File: src/rtl/spi3_pkg.sv
package spi3_pkg;
   localparam int ADDR_W     = 6;
   localparam int DATA_W     = 8;
   localparam int RES_W      = 3;
   localparam int CTL_SW_BIT = 7;
   localparam int CTL_PM_BIT = 0;

   typedef enum logic [1:0] {
      REG_SCRATCH = 2'd0,
      REG_IDENT   = 2'd1,
      REG_RES     = 2'd2,
      REG_PWR     = 2'd3
   } reg_sel_e;
endpackage

File: src/rtl/spi3_sync.sv
module spi3_sync #(
   parameter int               WIDTH   = 3,
   parameter int               STAGES  = 2,
   parameter logic [WIDTH-1:0] RST_VAL = '0
) (
   input  logic             clk,
   input  logic             rst_n,
   input  logic [WIDTH-1:0] d,
   output logic [WIDTH-1:0] q
);
   initial assert (STAGES >= 2) else $error("spi3_sync: STAGES must be at least 2");

   logic [WIDTH-1:0] st [STAGES];

   generate
      for (genvar i = 0; i < STAGES; i++) begin : g_stage
         if (i == 0) begin : g_first
            always_ff @(posedge clk or negedge rst_n)
               if (!rst_n) st[i] <= RST_VAL;
               else        st[i] <= d;
         end else begin : g_next
            always_ff @(posedge clk or negedge rst_n)
               if (!rst_n) st[i] <= RST_VAL;
               else        st[i] <= st[i-1];
         end
      end
   endgenerate

   assign q = st[STAGES-1];
endmodule

File: src/rtl/spi3_frame.sv
module spi3_frame #(
   parameter int ADDR_W = 6,
   parameter int DATA_W = 8
) (
   input  logic              clk,
   input  logic              rst_n,
   input  logic              sclk_s,
   input  logic              csn_s,
   input  logic              sdi_s,
   input  logic [DATA_W-1:0] rdata,
   output logic [ADDR_W-1:0] addr,
   output logic              wr_stb,
   output logic [DATA_W-1:0] wdata,
   output logic              rd_frame,
   output logic              sdo,
   output logic              sdo_oe
);
   localparam int CMD_BITS   = ADDR_W + 1;
   localparam int DATA_START = CMD_BITS + 1;
   localparam int LAST       = DATA_START + DATA_W;
   localparam int CNT_W      = $clog2(LAST + 2);

   initial assert (DATA_W >= ADDR_W) else $error("spi3_frame: DATA_W must cover ADDR_W");

   logic              sclk_q;
   logic [CNT_W-1:0]  cnt;
   logic [DATA_W-1:0] sh;
   logic [DATA_W-1:0] tx;
   logic              rise, fall;

   assign rise = sclk_s & ~sclk_q;
   assign fall = ~sclk_s & sclk_q;

   always_ff @(posedge clk or negedge rst_n) begin
      if (!rst_n) begin
         sclk_q   <= 1'b0;
         cnt      <= '0;
         sh       <= '0;
         tx       <= '0;
         addr     <= '0;
         wr_stb   <= 1'b0;
         wdata    <= '0;
         rd_frame <= 1'b0;
         sdo      <= 1'b0;
         sdo_oe   <= 1'b0;
      end else begin
         sclk_q <= sclk_s;
         wr_stb <= 1'b0;
         if (csn_s) begin
            cnt      <= '0;
            rd_frame <= 1'b0;
            sdo_oe   <= 1'b0;
         end else begin
            if (rise) begin
               sh <= {sh[DATA_W-2:0], sdi_s};
               if (cnt != CNT_W'(LAST + 1)) cnt <= cnt + 1'b1;
               if (cnt == CNT_W'(CMD_BITS - 1)) begin
                  addr     <= sh[ADDR_W-1:0];
                  rd_frame <= sdi_s;
               end
               if (cnt == CNT_W'(LAST - 1) && !rd_frame) begin
                  wr_stb <= 1'b1;
                  wdata  <= {sh[DATA_W-2:0], sdi_s};
               end
            end
            if (fall && rd_frame) begin
               if (cnt == CNT_W'(DATA_START)) begin
                  sdo_oe <= 1'b1;
                  sdo    <= rdata[DATA_W-1];
                  tx     <= {rdata[DATA_W-2:0], 1'b0};
               end else if (cnt > CNT_W'(DATA_START) && cnt < CNT_W'(LAST)) begin
                  sdo <= tx[DATA_W-1];
                  tx  <= {tx[DATA_W-2:0], 1'b0};
               end else if (cnt == CNT_W'(LAST)) begin
                  sdo_oe <= 1'b0;
               end
            end
         end
      end
   end
endmodule

File: src/rtl/spi3_regs.sv
module spi3_regs
   import spi3_pkg::*;
#(
   parameter int              ADDR_W      = 6,
   parameter int              DATA_W      = 8,
   parameter int              RES_W       = 3,
   parameter logic [3:0]      CHIP_CODE   = 4'hA,
   parameter logic [3:0]      VERSION     = 4'h3,
   parameter logic [RES_W-1:0] RES_DEFAULT = '1
) (
   input  logic              clk,
   input  logic              rst_n,
   input  logic [ADDR_W-1:0] addr,
   input  logic              wr_stb,
   input  logic [DATA_W-1:0] wdata,
   input  logic [RES_W-1:0]  strap_res,
   input  logic              strap_awake,
   output logic [DATA_W-1:0] rdata,
   output logic [RES_W-1:0]  res_sel,
   output logic              awake,
   output logic              sw_ctl
);
   localparam logic [DATA_W-1:0] ID_VAL = DATA_W'({CHIP_CODE, VERSION});

   initial assert (DATA_W == 8) else $error("spi3_regs: DATA_W must be 8");
   initial assert (RES_W < DATA_W) else $error("spi3_regs: RES_W too wide");

   logic              hit;
   logic [DATA_W-1:0] scratch_q;
   logic [RES_W-1:0]  res_q;
   logic              pm_q;
   reg_sel_e          sel;

   assign hit = (addr[ADDR_W-1:2] == '0);
   assign sel = reg_sel_e'(addr[1:0]);

   always_ff @(posedge clk or negedge rst_n) begin
      if (!rst_n) begin
         scratch_q <= '0;
         res_q     <= RES_DEFAULT;
         sw_ctl    <= 1'b0;
         pm_q      <= 1'b0;
      end else if (wr_stb && hit) begin
         case (sel)
            REG_SCRATCH: scratch_q <= wdata;
            REG_RES:     res_q     <= wdata[RES_W-1:0];
            REG_PWR: begin
               sw_ctl <= wdata[CTL_SW_BIT];
               pm_q   <= wdata[CTL_PM_BIT];
            end
            default: ;
         endcase
      end
   end

   always_comb begin
      rdata = '0;
      if (hit) begin
         case (sel)
            REG_SCRATCH: rdata = scratch_q;
            REG_IDENT:   rdata = ID_VAL;
            REG_RES:     rdata[RES_W-1:0] = sw_ctl ? res_q : strap_res;
            REG_PWR: begin
               rdata[CTL_SW_BIT] = sw_ctl;
               rdata[CTL_PM_BIT] = pm_q;
            end
            default: rdata = '0;
         endcase
      end
   end

   assign res_sel = sw_ctl ? res_q : strap_res;
   assign awake   = sw_ctl ? pm_q  : strap_awake;
endmodule

File: src/rtl/spi3_regslave.sv
module spi3_regslave
   import spi3_pkg::*;
#(
   parameter int               SYNC_STAGES = 2,
   parameter logic [3:0]       CHIP_CODE   = 4'hA,
   parameter logic [3:0]       VERSION     = 4'h3,
   parameter logic [RES_W-1:0] RES_DEFAULT = 3'd7
) (
   input  logic             clk,
   input  logic             rst_n,
   input  logic             ser_csn,
   input  logic             ser_clk,
   input  logic             sdio_in,
   output logic             sdio_out,
   output logic             sdio_oe,
   input  logic [RES_W-1:0] strap_res,
   input  logic             strap_awake,
   output logic [RES_W-1:0] res_sel,
   output logic             awake
);
   logic              csn_s, sclk_s, sdi_s;
   logic [ADDR_W-1:0] acc_addr;
   logic              wr_stb, rd_frame, sw_ctl;
   logic [DATA_W-1:0] wdata, rdata;

   spi3_sync #(.WIDTH(3), .STAGES(SYNC_STAGES), .RST_VAL(3'b100)) u_sync (
      .clk   (clk),
      .rst_n (rst_n),
      .d     ({ser_csn, ser_clk, sdio_in}),
      .q     ({csn_s, sclk_s, sdi_s})
   );

   spi3_frame #(.ADDR_W(ADDR_W), .DATA_W(DATA_W)) u_frame (
      .clk      (clk),
      .rst_n    (rst_n),
      .sclk_s   (sclk_s),
      .csn_s    (csn_s),
      .sdi_s    (sdi_s),
      .rdata    (rdata),
      .addr     (acc_addr),
      .wr_stb   (wr_stb),
      .wdata    (wdata),
      .rd_frame (rd_frame),
      .sdo      (sdio_out),
      .sdo_oe   (sdio_oe)
   );

   spi3_regs #(
      .ADDR_W(ADDR_W), .DATA_W(DATA_W), .RES_W(RES_W),
      .CHIP_CODE(CHIP_CODE), .VERSION(VERSION), .RES_DEFAULT(RES_DEFAULT)
   ) u_regs (
      .clk         (clk),
      .rst_n       (rst_n),
      .addr        (acc_addr),
      .wr_stb      (wr_stb),
      .wdata       (wdata),
      .strap_res   (strap_res),
      .strap_awake (strap_awake),
      .rdata       (rdata),
      .res_sel     (res_sel),
      .awake       (awake),
      .sw_ctl      (sw_ctl)
   );
endmodule

File: config.mk
export PLATFORM = sky130hd
export DESIGN_NAME = spi3_regslave
export DESIGN_NICKNAME = d
export VERILOG_FILES = /design/src/rtl/spi3_pkg.sv /design/src/rtl/spi3_sync.sv /design/src/rtl/spi3_frame.sv /design/src/rtl/spi3_regs.sv /design/src/rtl/spi3_regslave.sv
export SDC_FILE = /design/constraint.sdc
export NUM_CORES = 1
export LEC_CHECK = 0
export ABC_CLOCK_PERIOD_IN_PS = 2600
export BUFFER_PORTS_ARGS = -buffer_cell sky130_fd_sc_hd__buf_2
export CELL_PAD_IN_SITES_DETAIL_PLACEMENT = 0
export CELL_PAD_IN_SITES_GLOBAL_PLACEMENT = 1
export CORE_MARGIN = 8
export CORE_UTILIZATION = 49
export CTS_CLUSTER_SIZE = 8
export DETAILED_ROUTE_END_ITERATION = 12
export PLACE_DENSITY = 0.88
export SYNTH_ARGS = -nofsm -noshare
export SYNTH_HDL_FRONTEND = slang
export SYNTH_SLANG_ARGS = --single-unit
export TNS_END_PERCENT = 1
File: constraint.sdc
create_clock -name clk -period 2.6 [get_ports clk]
set_input_delay 0.65 -clock clk [delete_from_list [all_inputs] [get_ports clk]]
set_output_delay 0.65 -clock clk [all_outputs]
set_load 0.02 [all_outputs]
==> results.yml <==
critical_path:
  r2r-end: "u_frame.tx[3]"
  worst_r2r_startpoint: "u_frame.cnt[1]"
  critPathLaunchType: "flop"
  ff2ff_path_depth: 5
  startpoint: "u_regs.sw_ctl"
  arrival_ns: 1.35
  critPathRequiredTime_ns: 1.95
  crit_path_max_fanout: 6
  worstSetupEndpoint: "res_sel[2]"
  crit_type: "flop to output pin"
  ff2ff_setup_slack_ns: 0.60
  endpoint_kind: "output pin"
sta:
  setup_ws_ns: 0.6029
  timing.fmax_ghz: 0.5007
  fin_tns_setup_ns: 0
  maxSlewHeadroom: 0.6016
  hold_slack_ns: 0.3199
  tightest_slew_ns: 0.5975
  rsz0062_at_grt: "false"
  clock_skew_ns: 0.008011
  finalHoldViolCount: 0
  min_period_ns: 1.997
  fin_crit_sh: 0.7681
  setup_viol: 0
  maxSlewViolCount: 0
detailed_routing:
  vias: 1525
  wl_um: 4213
  wire_per_inst_um: 14.48
  drc: 0
  viasPerCell: 5.241
  drt_pass1_iterations: 4
  drtIter0Drc: 99
  drtAntennaViolNets: 0
yosys:
  synth-compound-area-share: 0.07085
  syn_area_per_cell_um2: 12.64
  synth_edf_count: 0
  synth-adder-area-share: 0.02513
  synthArstFlopShare: 1.000
  synth_top_family_by_area: "multiplexers"
  synth_xor_area_frac: 0.003518
  synth-simple-area-share: 0.1116
  synthCells: 197
  synth-main-ff-cell: "dfrtp_1"
  syn_area_um2: 2490
  ys_ff_latch: 57
  synth.area.mux_share: 0.1869
  yosysWarnings: 0
  ys_seq_area_frac: 0.5754
  synthesis.nets: 211
  synth_cell_types: 38
placed_design:
  dp_slack_ns: 0.6424
  gp_congestion: 0.8264
  place_inst: 275
  hpwl_um: 2967
  port_buffers: 14
floorplanning:
  core_um2: 5010
  rows: 26
  start_util: 0.4970
  die_y_um: 87.29
  die-area_um2: 7619
  die_w_um: 87.29
  num_io_pins: 15
power:
  power_leakage_nw: 1.354
  peakVddDrop_v: 0.0002932
  p_per_area_nw_per_um2: 666.2
global_route:
  grt_max_degree: 28
  busiest_layer: "met2"
  grt_pass1_vias: 1541
  met1_usage: 0.1653
  gr-total-overflow: 0
  grt_usage: 0.1290
  grtUsageMet3: 0.04623
  grt_pass1_wl_um: 7376
  use_met2: 0.1839
  antenna_found_initial: 0
final_layout:
  drive_gt1_frac: 0.3665
  nNetsFinal: 230
  antenna_cells: 0
  area_growth_pct: 13.27
  stdcell_count: 291
job:
  cap_viol_max_count: 0
cts:
  clk_pin_slew_ns: 0.06
  cts_buffers: 9
  insertion_delay_ns: 0.34
  holdBufCountCts: 0
  root_buffer: "clkbuf_8"
  cts_tree: "built"
  h-tree-depth: 3
  postCtsSetupRepairBufs: 0
  cts_resized: 0
  clock_path_buffers: 2
  clkSinkCount: 57
outcome:
  status: "complete, no violations"
min_path:
  hp-class: "input pin to async pin"
## per-layer routing
metal / part of all wire / vias up / wire length [um]
met5: 0 / - / 0
met4: 0.018 / 0 / 76
met3: 0.047 / 4 / 197
met2: 0.44 / 34 / 1864
met1: 0.49 / 748 / 2076
li1: - / 739 / -
## how the worst min path moves through the flow
| stage | startpoint | endpoint | slack, ns | cells past startpoint |
|---|---|---|---|---|
| 2_1_floorplan | u_sync.st[3] | u_sync.q[0] | 0.33 | 0 |
| 3_3_place_gp | u_sync.st[4] | u_sync.q[1] | 0.33 | 0 |
| 3_5_place_dp | u_sync.st[3] | u_sync.q[0] | 0.33 | 0 |
| 4_1_cts | rst_n | u_regs.scratch_q[6] | 0.34 | 1 |
| 5_1_grt | rst_n | u_frame.addr[1] | 0.36 | 1 |
| 6_report | rst_n | u_regs.sw_ctl | 0.32 | 1 |
## stage by stage
step | area [um^2] | power (mW) | util
5_1_grt | 2820 | 1.974 | 0.5629
2_1_floorplan | 2490 | 1.049 | -
6_report | 2820 | 1.879 | 0.5629
4_1_cts | 2820 | 1.906 | 0.5629
3_5_place_dp | 2630 | 1.106 | 0.5250
3_3_place_gp | 2630 | 1.100 | 0.5250
## synth_stat cells, types with 2 or more instances
cell type	n	area, um^2
dfrtp_1	52	1301
mux2_2	36	405.4
nor2_1	16	60.06
a21oi_1	10	50.05
nand2_1	8	30.03
clkbuf_1	6	22.52
dfstp_2	5	131.4
ha_1	5	62.56
inv_1	5	18.77
nor2b_1	5	31.28
a22oi_1	4	30.03
nor3_1	4	20.02
o21ai_0	4	20.02
and3_1	3	18.77
mux2i_1	3	30.03
nand4_1	3	18.77
buf_2	2	10.01
mux2_4	2	30.03
nand3b_1	2	15.01
nor4_1	2	12.51
o31ai_1	2	15.01
or4_4	2	22.52
## power breakdown
part,leakage (nW),switching [mW],internal [mW],total [mW]
clock network,0.100,0.329,0.464,0.793
logic,0.509,0.0440,0.0523,0.0963
registers,0.745,0.0488,0.941,0.989
total,1.35,0.422,1.46,1.88
## placed cells by master, fill, tap and decap left out, types with 2 or more instances in the layout
cell      netlist  layout
dfrtp_1        52      52
nand4_1         3       3
nand3b_1        2       2
mux2_4          2       2
nand2_1         8       8
buf_4           0       4
dfstp_2         5       5
clkinv_2        0       3
o21ai_0         4       4
clkbuf_1        6       2
nor3_1          4       4
mux2_2         36      36
nor2b_1         5       5
ha_1            5       5
a22oi_1         4       4
nor2_1         16      16
or4_4           2       2
o31ai_1         2       2
nor4_1          2       2
buf_2           2      14
clkbuf_8        0      10
inv_1           5       5
mux2i_1         3       3
a21oi_1        10      10
and3_1          3       3
## area by class of cell
| class | count | area [um^2] |
|---|---|---|
| fillers | 430 | 2190 |
| flip-flops and latches | 57 | 1433 |
| multi-input cells | 125 | 991.0 |
| clock buffers | 12 | 145.1 |
| repair buffers | 18 | 100.1 |
| well taps | 70 | 87.58 |
| clock inverters | 4 | 45.04 |
| inverters | 5 | 18.77 |
## sequential cells by signal, indices dropped and copies added (netlist names), 3 cells and up
register          flops
u_regs.scratch_q      8
u_regs.res_q          3
u_frame.cnt           5
u_frame.addr          6
u_sync.st             3
u_frame.tx            7
u_frame.wdata         8
u_sync.q              3
u_frame.sh            7
## critical path, stage by stage (launching register included)
cell     delay (ns)
dfrtp_1        0.47
mux2_2         0.38
buf_2          0.16
## kinds of logic after synthesis
family                   Yosys count
buffers and inverters             15
flip-flops                        57
adder cells (fa/ha/maj)            5
AND/OR/NAND/NOR                   51
AO/OA/AOI/OAI                     27
XOR/XNOR                           1
multiplexers                      41
No activity file was read; power rests on OpenSTA's default activity.
